File: src/rtl/ovl_pkg.sv
package ovl_pkg;
  localparam int CPU_AW_D   = 24;
  localparam int LOC_AW_D   = 22;
  localparam int DW_D       = 16;
  localparam int KEEP_W_D   = 19;
  localparam logic [21:0] ROM_BASE_D = 22'h380000;
  localparam logic [21:0] ARM_ADDR_D = 22'h3F5000;
endpackage

File: src/rtl/ovl_xlate.sv
module ovl_xlate #(
  parameter int CPU_AW = 24,
  parameter int LOC_AW = 22,
  parameter int KEEP_W = 19,
  parameter logic [LOC_AW-1:0] ROM_BASE = '0
) (
  input  logic [CPU_AW-1:0] addr_in,
  input  logic              remap,
  output logic [LOC_AW-1:0] addr_out
);
  localparam logic [LOC_AW-1:0] KEEP_MASK = LOC_AW'((64'd1 << KEEP_W) - 64'd1);

  logic [LOC_AW-1:0] trunc;
  assign trunc = addr_in[LOC_AW-1:0];

  always_comb begin
    if (remap) addr_out = (trunc & KEEP_MASK) | ROM_BASE;
    else       addr_out = trunc;
  end
endmodule

File: src/rtl/ovl_state.sv
module ovl_state #(
  parameter int LOC_AW = 22,
  parameter logic [LOC_AW-1:0] ARM_ADDR = '0
) (
  input  logic              clk,
  input  logic              rst,
  input  logic              cpu_reset,
  input  logic              start,
  input  logic              is_read,
  input  logic              dbg,
  input  logic              top_bit,
  input  logic [LOC_AW-1:0] next_addr,
  output logic              active,
  output logic              armed,
  output logic              exit_now
);
  logic hit_arm;

  assign exit_now = start && active && armed && !top_bit && !dbg;
  assign hit_arm  = start && !is_read && (next_addr[LOC_AW-1:1] == ARM_ADDR[LOC_AW-1:1]);

  always_ff @(posedge clk) begin
    if (rst || cpu_reset) begin
      active <= 1'b1;
      armed  <= 1'b0;
    end else begin
      if (exit_now) active <= 1'b0;
      if (hit_arm)  armed  <= 1'b1;
    end
  end
endmodule

File: src/rtl/ovl_busreg.sv
module ovl_busreg #(
  parameter int LOC_AW = 22,
  parameter int DW     = 16
) (
  input  logic              clk,
  input  logic              rst,
  input  logic              in_as,
  input  logic              in_rw,
  input  logic              in_uds,
  input  logic              in_lds,
  input  logic [LOC_AW-1:0] in_addr,
  input  logic [DW-1:0]     in_wdata,
  input  logic [DW-1:0]     ret_data,
  output logic              out_as,
  output logic              out_rw,
  output logic              out_uds,
  output logic              out_lds,
  output logic [LOC_AW-1:0] out_addr,
  output logic [DW-1:0]     out_wdata,
  output logic              ready,
  output logic [DW-1:0]     rdata
);
  always_ff @(posedge clk) begin
    if (rst) begin
      out_as    <= 1'b0;
      out_rw    <= 1'b1;
      out_uds   <= 1'b0;
      out_lds   <= 1'b0;
      out_addr  <= '0;
      out_wdata <= '0;
      ready     <= 1'b0;
      rdata     <= '0;
    end else begin
      out_as    <= in_as;
      out_rw    <= in_rw;
      out_uds   <= in_uds;
      out_lds   <= in_lds;
      out_addr  <= in_addr;
      out_wdata <= in_wdata;
      ready     <= out_as;
      rdata     <= ret_data;
    end
  end
endmodule

File: src/rtl/boot_overlay_ctrl.sv
module boot_overlay_ctrl
  import ovl_pkg::*;
#(
  parameter int CPU_AW = CPU_AW_D,
  parameter int LOC_AW = LOC_AW_D,
  parameter int DW     = DW_D,
  parameter int KEEP_W = KEEP_W_D,
  parameter logic [LOC_AW-1:0] ROM_BASE = ROM_BASE_D,
  parameter logic [LOC_AW-1:0] ARM_ADDR = ARM_ADDR_D
) (
  input  logic              clk,
  input  logic              rst,
  input  logic              cpu_reset,
  input  logic              dbg_access,
  input  logic              cpu_as,
  input  logic              cpu_rw,
  input  logic              cpu_uds,
  input  logic              cpu_lds,
  input  logic [CPU_AW-1:0] cpu_addr,
  input  logic [DW-1:0]     cpu_wdata,
  output logic [DW-1:0]     cpu_rdata,
  output logic              cpu_ready,
  output logic              loc_as,
  output logic              loc_rw,
  output logic              loc_uds,
  output logic              loc_lds,
  output logic [LOC_AW-1:0] loc_addr,
  output logic [DW-1:0]     loc_wdata,
  input  logic [DW-1:0]     loc_rdata,
  output logic              overlay_active,
  output logic              init_armed
);
  logic              start;
  logic              exit_now;
  logic              remap;
  logic [LOC_AW-1:0] next_addr;

  assign start = cpu_as && !loc_as;
  assign remap = overlay_active && !exit_now;

  ovl_xlate #(
    .CPU_AW(CPU_AW), .LOC_AW(LOC_AW), .KEEP_W(KEEP_W), .ROM_BASE(ROM_BASE)
  ) u_xlate (
    .addr_in(cpu_addr), .remap(remap), .addr_out(next_addr)
  );

  ovl_state #(
    .LOC_AW(LOC_AW), .ARM_ADDR(ARM_ADDR)
  ) u_state (
    .clk(clk), .rst(rst), .cpu_reset(cpu_reset), .start(start),
    .is_read(cpu_rw), .dbg(dbg_access), .top_bit(cpu_addr[CPU_AW-1]),
    .next_addr(next_addr), .active(overlay_active), .armed(init_armed),
    .exit_now(exit_now)
  );

  ovl_busreg #(
    .LOC_AW(LOC_AW), .DW(DW)
  ) u_bus (
    .clk(clk), .rst(rst), .in_as(cpu_as), .in_rw(cpu_rw), .in_uds(cpu_uds),
    .in_lds(cpu_lds), .in_addr(next_addr), .in_wdata(cpu_wdata),
    .ret_data(loc_rdata), .out_as(loc_as), .out_rw(loc_rw), .out_uds(loc_uds),
    .out_lds(loc_lds), .out_addr(loc_addr), .out_wdata(loc_wdata),
    .ready(cpu_ready), .rdata(cpu_rdata)
  );
endmodule

File: config.mk
export PLATFORM = sky130hd
export DESIGN_NAME = boot_overlay_ctrl
export DESIGN_NICKNAME = d
export VERILOG_FILES = /design/src/rtl/ovl_pkg.sv /design/src/rtl/ovl_xlate.sv /design/src/rtl/ovl_state.sv /design/src/rtl/ovl_busreg.sv /design/src/rtl/boot_overlay_ctrl.sv
export SDC_FILE = /design/constraint.sdc
export NUM_CORES = 1
export LEC_CHECK = 0
export ABC_AREA = 0
export ABC_CLOCK_PERIOD_IN_PS = 960
export BUFFER_PORTS_ARGS = -buffer_cell sky130_fd_sc_hd__buf_2
export CORE_AREA = 5 5 77 79
export DETAILED_ROUTE_END_ITERATION = 10
export DIE_AREA = 0 0 82 84
export PLACE_DENSITY = 0.78
export SLEW_MARGIN = 20
export SYNTH_ARGS = -nofsm -noshare
export SYNTH_HDL_FRONTEND = slang
export SYNTH_SLANG_ARGS = --single-unit
export TNS_END_PERCENT = 1
File: constraint.sdc
create_clock -name clk -period 0.96 [get_ports clk]
set_input_delay 0.144 -clock clk [delete_from_list [all_inputs] [get_ports clk]]
set_output_delay 0.144 -clock clk [all_outputs]
set_load 0.01 [all_outputs]
# [Yosys cells after proc, flatten, opt, wreduce, memory -nomap -nowiden]
# Cells that the tools add are included.
[word_totals] reg_bits=61 out_inout_bits=61 elab_cells=26
[classes] n_eq_ne=1 muxes=1 n_reduce_logical=14
[op_table] op="22-bit two-way mux" count=1
[op_table] op="21-bit equality test, second input constant" count=1
[op_table] op="1-bit logical AND" count=8
[op_table] op="1-bit zero test" count=5
[op_table] op="1-bit logical OR" count=1

# [Depth between registers and ports, before layout]
# Gate-level depths: netlist of run 1.
[depth] word_depth=11 ltp_mapped=4 mapped_depth_nobuf=4

# [Modules after synthesis]
# A second synthesis of run 1 with hierarchy kept.
[unflattened] hier_cells=165 hier_area_um2=1923.1
[modules_own_cells] module="ovl_busreg" instances=1 cells_per_inst=124 area_per_inst_um2=1592.8 seq_area_each_um2=1181.1
[modules_own_cells] module="ovl_xlate" instances=1 cells_per_inst=22 area_per_inst_um2=161.4 seq_area_each_um2=0.0
[modules_own_cells] module="ovl_state" instances=1 cells_per_inst=17 area_per_inst_um2=141.4 seq_area_each_um2=40.0
[modules_own_cells] module="boot_overlay_ctrl" instances=1 cells_per_inst=2 area_per_inst_um2=27.5 seq_area_each_um2=0.0

# [Worst setup path before layout of run 1]
# No wires, ideal clock.
[synth_timing] kind="flip-flop to flip-flop" startpoint="reg u_bus.out_as" endpoint="reg u_state.armed" arrival_time_ns=0.925 required_ns=0.841 setup_slack_ns=-0.084 path_stages_with_launch=5 n_path_buf=0 path_cell_list="dfxtp_1 > nor4b_2 > a21boi_1 > a31oi_1 > o21ai_1"
[synth_between] elab_chain_len=11 word_cells_on_any_way=12 classes_between="eq/ne (1); mux (1); reduce/logical (10)"
[synth_lines] item="start: declaration" line_no="ovl_busreg.sv:14" rtl="output logic out_as,"
[synth_lines] item="start signal: assignment" line_no="ovl_busreg.sv:34" rtl="out_as <= in_as;"
[synth_lines] item="1-bit zero test *" line_no="boot_overlay_ctrl.sv:38" rtl="assign start = cpu_as && !loc_as;"
[synth_lines] item="1-bit logical AND *" line_no="boot_overlay_ctrl.sv:38"
[synth_lines] item="1-bit logical AND (4 in series)" line_no="ovl_state.sv:19" rtl="assign exit_now = start && active && armed && !top_bit && !dbg;"
[synth_lines] item="1-bit zero test" line_no="boot_overlay_ctrl.sv:39" rtl="assign remap = overlay_active && !exit_now;"
[synth_lines] item="1-bit logical AND" line_no="boot_overlay_ctrl.sv:39"
[synth_lines] item="22-bit two-way mux" line_no="ovl_xlate.sv:17" rtl="if (remap) addr_out = (trunc & KEEP_MASK) | ROM_BASE;"
[synth_lines] item="21-bit equality test" line_no="ovl_state.sv:20" rtl="assign hit_arm = start && !is_read && (next_addr[LOC_AW-1:1] == ARM_ADDR[LOC_AW-1:1]);"
[synth_lines] item="1-bit logical AND *" line_no="ovl_state.sv:20"
[synth_lines] item="end signal: assignment" line_no="ovl_state.sv:25" rtl="armed <= 1'b0;"
[synth_lines] item="end signal: assignment" line_no="ovl_state.sv:28" rtl="if (hit_arm) armed <= 1'b1;"
[synth_lines] item="end: declaration" line_no="ovl_state.sv:14" rtl="output logic armed,"
# Every way passes the cells marked *; elsewhere a longest branch is shown, timed or not.
# A chain may end at the register's enable or synchronous reset.

# [Worst setup path after layout of run 1]
[layout_timing] startpoint="reg u_bus.out_as" endpoint="reg u_state.active"
[layout_between] elab_chain_len=6
[layout_lines] item="1-bit zero test" line_no="boot_overlay_ctrl.sv:38"
[layout_lines] item="1-bit logical AND" line_no="boot_overlay_ctrl.sv:38"
[layout_lines] item="1-bit logical AND (4 in series)" line_no="ovl_state.sv:19"
[layout_lines] item="end signal: assignment" line_no="ovl_state.sv:24" rtl="active <= 1'b1;"
[layout_lines] item="end signal: assignment" line_no="ovl_state.sv:27" rtl="if (exit_now) active <= 1'b0;"
[layout_lines] item="end: declaration" line_no="ovl_state.sv:13" rtl="output logic active,"
# No other way between the ends.

==> metrics.md, run 1 <==
| Metric | Value |
|---|---|
| Overall die area | `6888 um^2` |
| Layout cells sized above 1 | `54.55%` |
| Outcome | `finished with violations` |
| Syn_area_per_cell | `12.13 um^2` |
| Vias in the first global route | `1396` |
| Final worst clock skew | `3.301 ps` |
| TritonCTS Buffers | `9` |
| CTS sink count | `61` |
| Area grow syn2layout | `56.28%` |
| Total inserted antenna cells | `0` |
| Max Fclk | `0.9398 GHz` |
| Clock transition at the registers of the reported paths | `60 ps` |
| Power density of the placed cells | `1910 nW/um^2` |
| # fillers | `495` |
| Hold Path Class | `input port to flop` |
| First-pass GRT wire length | `6.341 mm` |
| Die W | `82 um` |
| Flop and latch count out of synthesis | `61` |
| Hold-fix buffers, CTS | `0` |
| Net count after synthesis | `207` |
| Wire per inst | `11.92 um` |
| Relative slew margins | `78.88%` |
| Starting DRC count in detailed routing | `39` |
| Crit path time final | `1064 ps` |
| Worst setup margin | `-104.0 ps` |
| Number of H-tree levels | `3` |
| Final Non-Filler Cells | `358` |
| Initial antenna violation count | `0` |
| Final HPWL DP | `3.401 mm` |
| Sequential cell area fraction in the yosys report | `70.42%` |
| TritonCTS clock tree | `yes` |
| Port Buffers | `123` |
| Maximum number of pins on one net before global-route repair | `30` |
| Setup-failing EPs final | `7` |
| I/O pins | `125` |
| CTS root buffer | `clkbuf_8` |
| Post-route DRC | `0` |
| Placeable Area | `5270 um^2` |
| CP required | `1170 ps` |
| Worst IR Drop VDD | `0.0009173 V` |
| DRT Pass-1 Iters | `4` |
| Worst Max-Slew Pin Slew | `313.9 ps` |
| Residual antenna-violating net count after detailed routing | `0` |
| Number of placed instances, taps included | `341` |
| Period Utilization, post-route | `110.8%` |
| Final routed wirelength across all metal layers | `4.268 mm` |
| Vias/cell | `3.913` |
| Die Y | `84 um` |
| Post-synthesis instance area | `1734 um^2` |
| Largest buffer count on any clock path | `2` |
| Post-layout net count | `346` |
| Violated checks | `setup timing` |
| GRT Overall Usage | `12.46%` |
| Leakage component of the power | `1.354 nW` |
| Kind of start point of the critical path | `flop` |
| Category of the most critical setup path | `flop to flop` |
| Total count of hold-check failures in the final report | `0` |
| Initial core utilization | `32.91%` |
| Data arrival time of the worst path | `1280 ps` |
| CP max FO | `4` |
| Number of vias in the routed layout | `1401` |
| Final total power | `5.177 mW` |
| Clock latency at the later pin of the worst-skew pair | `320 ps` |
| Slew Viols, Final | `0` |
| Storage cell area | `1225 um^2` |
| Setup repair after global routing missed its margin | `yes` |
| MaxCap Viol Count | `0` |
| Setup Slack @ Placement | `-250.5 ps` |
| Weighted congestion reported at the end of routability-driven placement | `0.7803` |
| Number of warnings issued by yosys | `0` |
| Kind of end point of the critical path | `flop` |
| Number of distinct library cells after synthesis | `20` |
| Synthesized instance count | `143` |
| Overflow after GRT | `0` |
| Site row count | `27` |
| Area used by multi-input combinational logic | `499.2 um^2` |
## worst paths after layout
| check | from | end | slack [ps] | cells past startpoint |
|---|---|---|---|---|
| worst min-delay path | loc_rdata[11] | u_bus.rdata[11]$_SDFF_PP0_ | 30 | 2 |
| worst max register to register | u_bus.out_as$_SDFF_PP0_ | u_state.active$_SDFFE_PP1P_ | -100 | 4 |
| worst min register to register | u_state.armed$_SDFFE_PP0P_ | u_state.armed$_SDFFE_PP0P_ | 560 | 3 |
| worst max-delay path | u_bus.out_as$_SDFF_PP0_ | u_state.active$_SDFFE_PP1P_ | -100 | 4 |
## critical path, cell delays in order, from the launching register on
cell	delay (ps)
dfxtp_2	330
nor4b_4	260
a21boi_2	90
buf_4	150
nand2b_1	130
## cells by family after synthesis
group | after synthesis | synth area share, %
simple gates | 73 | 26.98
flops | 61 | 70.42
buf+inv | 6 | 1.515
compound gates | 3 | 1.082
## per-layer routing
| metal | wire length, um | track usage [%] | up-vias |
|---|---|---|---|
| met2 | 1939 | 19.10 | 82 |
| met3 | 646 | 8.639 | 5 |
| met4 | 33 | 4.532 | 0 |
| met1 | 1649 | 13.30 | 590 |
| li1 | - | - | 724 |
| met5 | 0 | 0 | - |
## stage by stage
stage	cell area (um^2)	hold slack, ps	TNS [ps]	utilization [%]
2_1_floorplan	1739	245.3	-85.56	-
3_3_place_gp	2486	351.1	-235.0	47.17
3_5_place_dp	2486	358.1	-324.3	47.17
4_1_cts	2701	9.617	-247.3	51.26
5_1_grt	2710	9.977	-1083	51.42
6_report	2710	26.01	-571.9	51.42
## registers in the layout (all words and copies together) (netlist names)
signal,flops
u_state.armed,1
u_bus.out_wdata,16
u_bus.rdata,16
u_bus.out_addr,22
u_bus.ready,1
u_bus.out_lds,1
u_bus.out_as,1
u_bus.out_uds,1
u_bus.out_rw,1
u_state.active,1
## repair_timing
item                                    4_1_cts  5_1_grt
gates resized for setup                       6        1
pin swaps                                     2        1
endpoints found under the setup margin        7        8
gates cloned                                  0        0
buffers inserted                              1        1
## cell usage in the layout (no fill, tap or decap)
cell type  Yosys  final
a21boi_2       0      1
a31oi_1        1      1
and4b_1        1      1
buf_2          2    121
buf_4          0      9
buf_6          0      4
clkbuf_1       3      2
clkbuf_8       0     12
clkinv_2       0      1
dfxtp_1       61     58
dfxtp_2        0      3
nand2_1        1      1
nand2b_1       1      1
nand4_1        1      1
nand4b_1       1      1
nor2_1         6      6
nor2_2         1      1
nor2b_1       54     54
nor2b_2        1      1
nor4_1         2      2
nor4b_1        1      1
nor4b_2        2      1
nor4b_4        0      1
o21ai_1        1      1
or2_2          1      1
## Yosys cell counts (all sizes together)
master	instances	area, um^2
a21boi	1	7.510
o21ai	1	5.000
nor2	7	28.78
clkbuf	4	16.26
buf	2	10.01
nor4	2	12.51
nand2	1	3.750
nand2b	1	6.260
nand4b	1	8.760
nor4b	3	38.79
dfxtp	61	1221
a31oi	1	6.260
or2	1	6.260
nor2b	55	346.6
nand4	1	6.260
and4b	1	10.01
## layout make-up
class / instances / area share [%]
flip-flops and latches: 61 / 45.20
clock inverters: 1 / 0.1847
repair buffers: 134 / 26.50
well taps: 72 / 3.324
multi-input cells: 76 / 18.42
clock buffers: 14 / 6.371
## power breakdown
group,internal (mW),leakage (nW),switching [mW],total (mW)
logic,0.267,0.753,0.230,0.496
registers,2.66,0.509,0.0284,2.69
clock network,1.13,0.0926,0.857,1.99
total,4.06,1.35,1.11,5.18
Power figures use the tool's default switching activity.
==> run 2: changes to the inputs <==
--- a/config.mk
+++ b/config.mk
@@ -6,12 +6,12 @@
 export NUM_CORES = 1
 export LEC_CHECK = 0
 export ABC_AREA = 0
-export ABC_CLOCK_PERIOD_IN_PS = 960
+export ABC_CLOCK_PERIOD_IN_PS = 1100
 export BUFFER_PORTS_ARGS = -buffer_cell sky130_fd_sc_hd__buf_2
-export CORE_AREA = 5 5 77 79
+export CORE_AREA = 5 5 73 75
 export DETAILED_ROUTE_END_ITERATION = 10
-export DIE_AREA = 0 0 82 84
-export PLACE_DENSITY = 0.78
+export DIE_AREA = 0 0 78 80
+export PLACE_DENSITY = 0.83
 export SLEW_MARGIN = 20
 export SYNTH_ARGS = -nofsm -noshare
 export SYNTH_HDL_FRONTEND = slang
==> constraint.sdc (replaced) <==
create_clock -name clk -period 1.1 [get_ports clk]
set_input_delay 0.165 -clock clk [delete_from_list [all_inputs] [get_ports clk]]
set_output_delay 0.165 -clock clk [all_outputs]
set_load 0.01 [all_outputs]
==> metrics.md, run 2 (synthesis results as in run 1) <==
| Metric | Value |
|---|---|
| Outcome | `complete, no violations` |
| Residual antenna-violating net count after detailed routing | `0 (unchanged)` |
| Cell with the largest stage delay on the worst path | `dfxtp_2` |
| Clock transition at the registers of the reported paths | `60 ps (about the same)` |
| DRT Pass-1 Iters | `4 (unchanged)` |
| GRT Overall Usage | `13.40% (+0.94 points)` |
| Largest buffer count on any clock path | `2 (unchanged)` |
| Critical Path Max Stage Delay | `340 ps (about the same)` |
| Max Fclk | `0.9308 GHz (-0.96%)` |
| Area grow syn2layout | `50.43%` |
| Clock latency at the later pin of the worst-skew pair | `320 ps (about the same)` |
| Setup repair after global routing missed its margin | `yes` |
| Final HPWL DP | `3.198 mm (-6.0%)` |
| Setup-failing EPs final | `0 (-7)` |
| Post-CTS repair timing setup buffer count | `0 (-1)` |
| Hold Path Class | `input port to flop` |
| Post-route DRC | `0 (unchanged)` |
| Initial antenna violation count | `0 (unchanged)` |
| Die Y | `80 um (-4.8%)` |
| Overflow after GRT | `0 (unchanged)` |
| Starting DRC count in detailed routing | `40 (+2.6%)` |
| Post-layout net count | `339 (-2.0%)` |
| Slew Viols, Final | `0 (unchanged)` |
| CP max FO | `3 (-1)` |
| Kind of end point of the critical path | `flop` |
| Crit path time final | `1074 ps (+10.35 ps)` |
| Final total power | `4.357 mW (-16%)` |
| Flop-to-flop setup slack | `30 ps (+130 ps)` |
| Overall die area | `6240 um^2 (-9.4%)` |
| CP required | `1310 ps (+140 ps)` |
| Vias in the first global route | `1407 (+0.79%)` |
| Crit-path cells | `nor4b_4 > a21boi_2 > buf_4 > nor2_1 > nor2_1` |
| Wire per inst | `12.36 um (+3.7%)` |
| Vias/cell | `4.240 (+8.3%)` |
| Final routed wirelength across all metal layers | `4.129 mm (-3.3%)` |
| Port Buffers | `123 (unchanged)` |
| Leakage component of the power | `1.306 nW (-3.6%)` |
| Register name with the most flops | `u_bus.out_addr` |
| Largest register FFs | `22 (unchanged)` |
| First-pass GRT wire length | `6.320 mm (-0.33%)` |
| Kind of start point of the critical path | `flop` |
| Layout cells sized above 1 | `52.14% (-2.4 points)` |
| Maximum number of pins on one net before global-route repair | `55 (+83%)` |
| Die W | `78 um (-4.9%)` |
| TritonCTS clock tree | `yes` |
| Largest registers ranked by flip-flop count | `u_bus.out_addr (22), u_bus.out_wdata (16), u_bus.rdata (16)` |
| Power density of the placed cells | `1670 nW/um^2 (-13%)` |
| Site row count | `25 (-7.4%)` |
| Number of buffer and inverter stages on the critical path | `1 (unchanged)` |
| Period Utilization, post-route | `97.67% (-13 points)` |
| Dominant delay contributor by cell family on the critical path | `simple AND/OR/NAND/NOR gates` |
| CTS sink count | `61 (unchanged)` |
| Relative slew margins | `77.53% (-1.3 points)` |
| Crit path top cell by count | `nor2_1` |
| Setup total negative slack | `0 ps (+571.9 ps)` |
| Data arrival time of the worst path | `1290 ps (about the same)` |
| I/O pins | `125 (unchanged)` |
| Final worst clock skew | `1.012 ps (-2.289 ps)` |
| MaxCap Viol Count | `0 (unchanged)` |
| Number of H-tree levels | `3 (unchanged)` |
| # fillers | `418 (-16%)` |
| Worst Max-Slew Pin Slew | `333.9 ps (+20.01 ps)` |
| Placeable Area | `4598 um^2 (-13%)` |
| TritonCTS Buffers | `9 (unchanged)` |
| Worst IR Drop VDD | `0.0008311 V (-9.4%)` |
| Hold-fix buffers, CTS | `0 (unchanged)` |
| Initial core utilization | `37.71% (+4.8 points)` |
| Commonest non-fill, non-tap cell in the layout | `buf_2` |
| Total inserted antenna cells | `0 (unchanged)` |
| Number of vias in the routed layout | `1416 (+1.1%)` |
| Weighted congestion reported at the end of routability-driven placement | `0.7238 (-7.2%)` |
| CTS root buffer | `clkbuf_8` |
| Category of the most critical setup path | `flop to flop` |
| Total count of hold-check failures in the final report | `0 (unchanged)` |
| Most frequent cells in the layout | `buf_2, dfxtp_1, nor2b_1` |
[run 2: changes by cell type in the layout (fill, tap and decap cells not counted), sizes merged]
cell	delta
buf	-7
clkinv	+1
[run 2: power by group]
group	total (mW)	internal, mW	switching [mW]
Combinational	0.426	0.226	0.200
Sequential	2.35	2.32	0.0241
Clock	1.58	0.814	0.769
Total	4.36	3.36	0.993
[run 2: final timing paths]
kind	start	to	cells after the start
worst min-delay path	cpu_wdata[10]	u_bus.out_wdata[10]$_SDFF_PP0_	2
worst min register to register	u_state.armed$_SDFFE_PP0P_	u_state.armed$_SDFFE_PP0P_	2
worst max-delay path	u_bus.out_as$_SDFF_PP0_	u_bus.out_addr[21]$_SDFF_PP0_	5
worst max register to register	u_bus.out_as$_SDFF_PP0_	u_bus.out_addr[21]$_SDFF_PP0_	5
[run 2: stage by stage]
stage	instances	setup slack (ps)	hold WS, ps	area, um^2	util (%)
CTS	334	7.231	35.59	2587	56.27
global placement	318	-0.8308	371.2	2434	52.93
detailed placement	318	-37.87	378.7	2434	52.93
finish	334	25.64	40.34	2609	56.73
global route	334	-30.84	31.71	2609	56.73
floorplan	143	56.34	266.5	1734	-
[run 2: area by class of cell]
type                    instances  area (um^2)  area share (%)
flip-flops and latches         61         1222           46.86
repair buffers                127        664.4           25.47
multi-input cells              76        501.7           19.23
clock buffers                  14        142.6           5.468
well taps                      54        67.56           2.590
clock inverters                 2        10.01          0.3837
[run 2: worst reg2reg max path: stages (launching register included)]
cell and delay, ps:
dfxtp_2 340, nor4b_4 260, a21boi_2 90, buf_4 150, nor2_1 80, nor2_1 40
[run 2: layer usage]
layer / up-vias / global-route usage, % / wire length, um
li1: 714 / - / -
met1: 617 / 14.06 / 1545
met2: 77 / 21.12 / 1927
met3: 8 / 8.465 / 598
met4: 0 / 6.081 / 58
met5: - / 0 / 0
[run 2: what timing repair did]
item	in CTS	in global routing
pin swaps	0	1
endpoints found under the setup margin	1	5
resized for setup	1	4
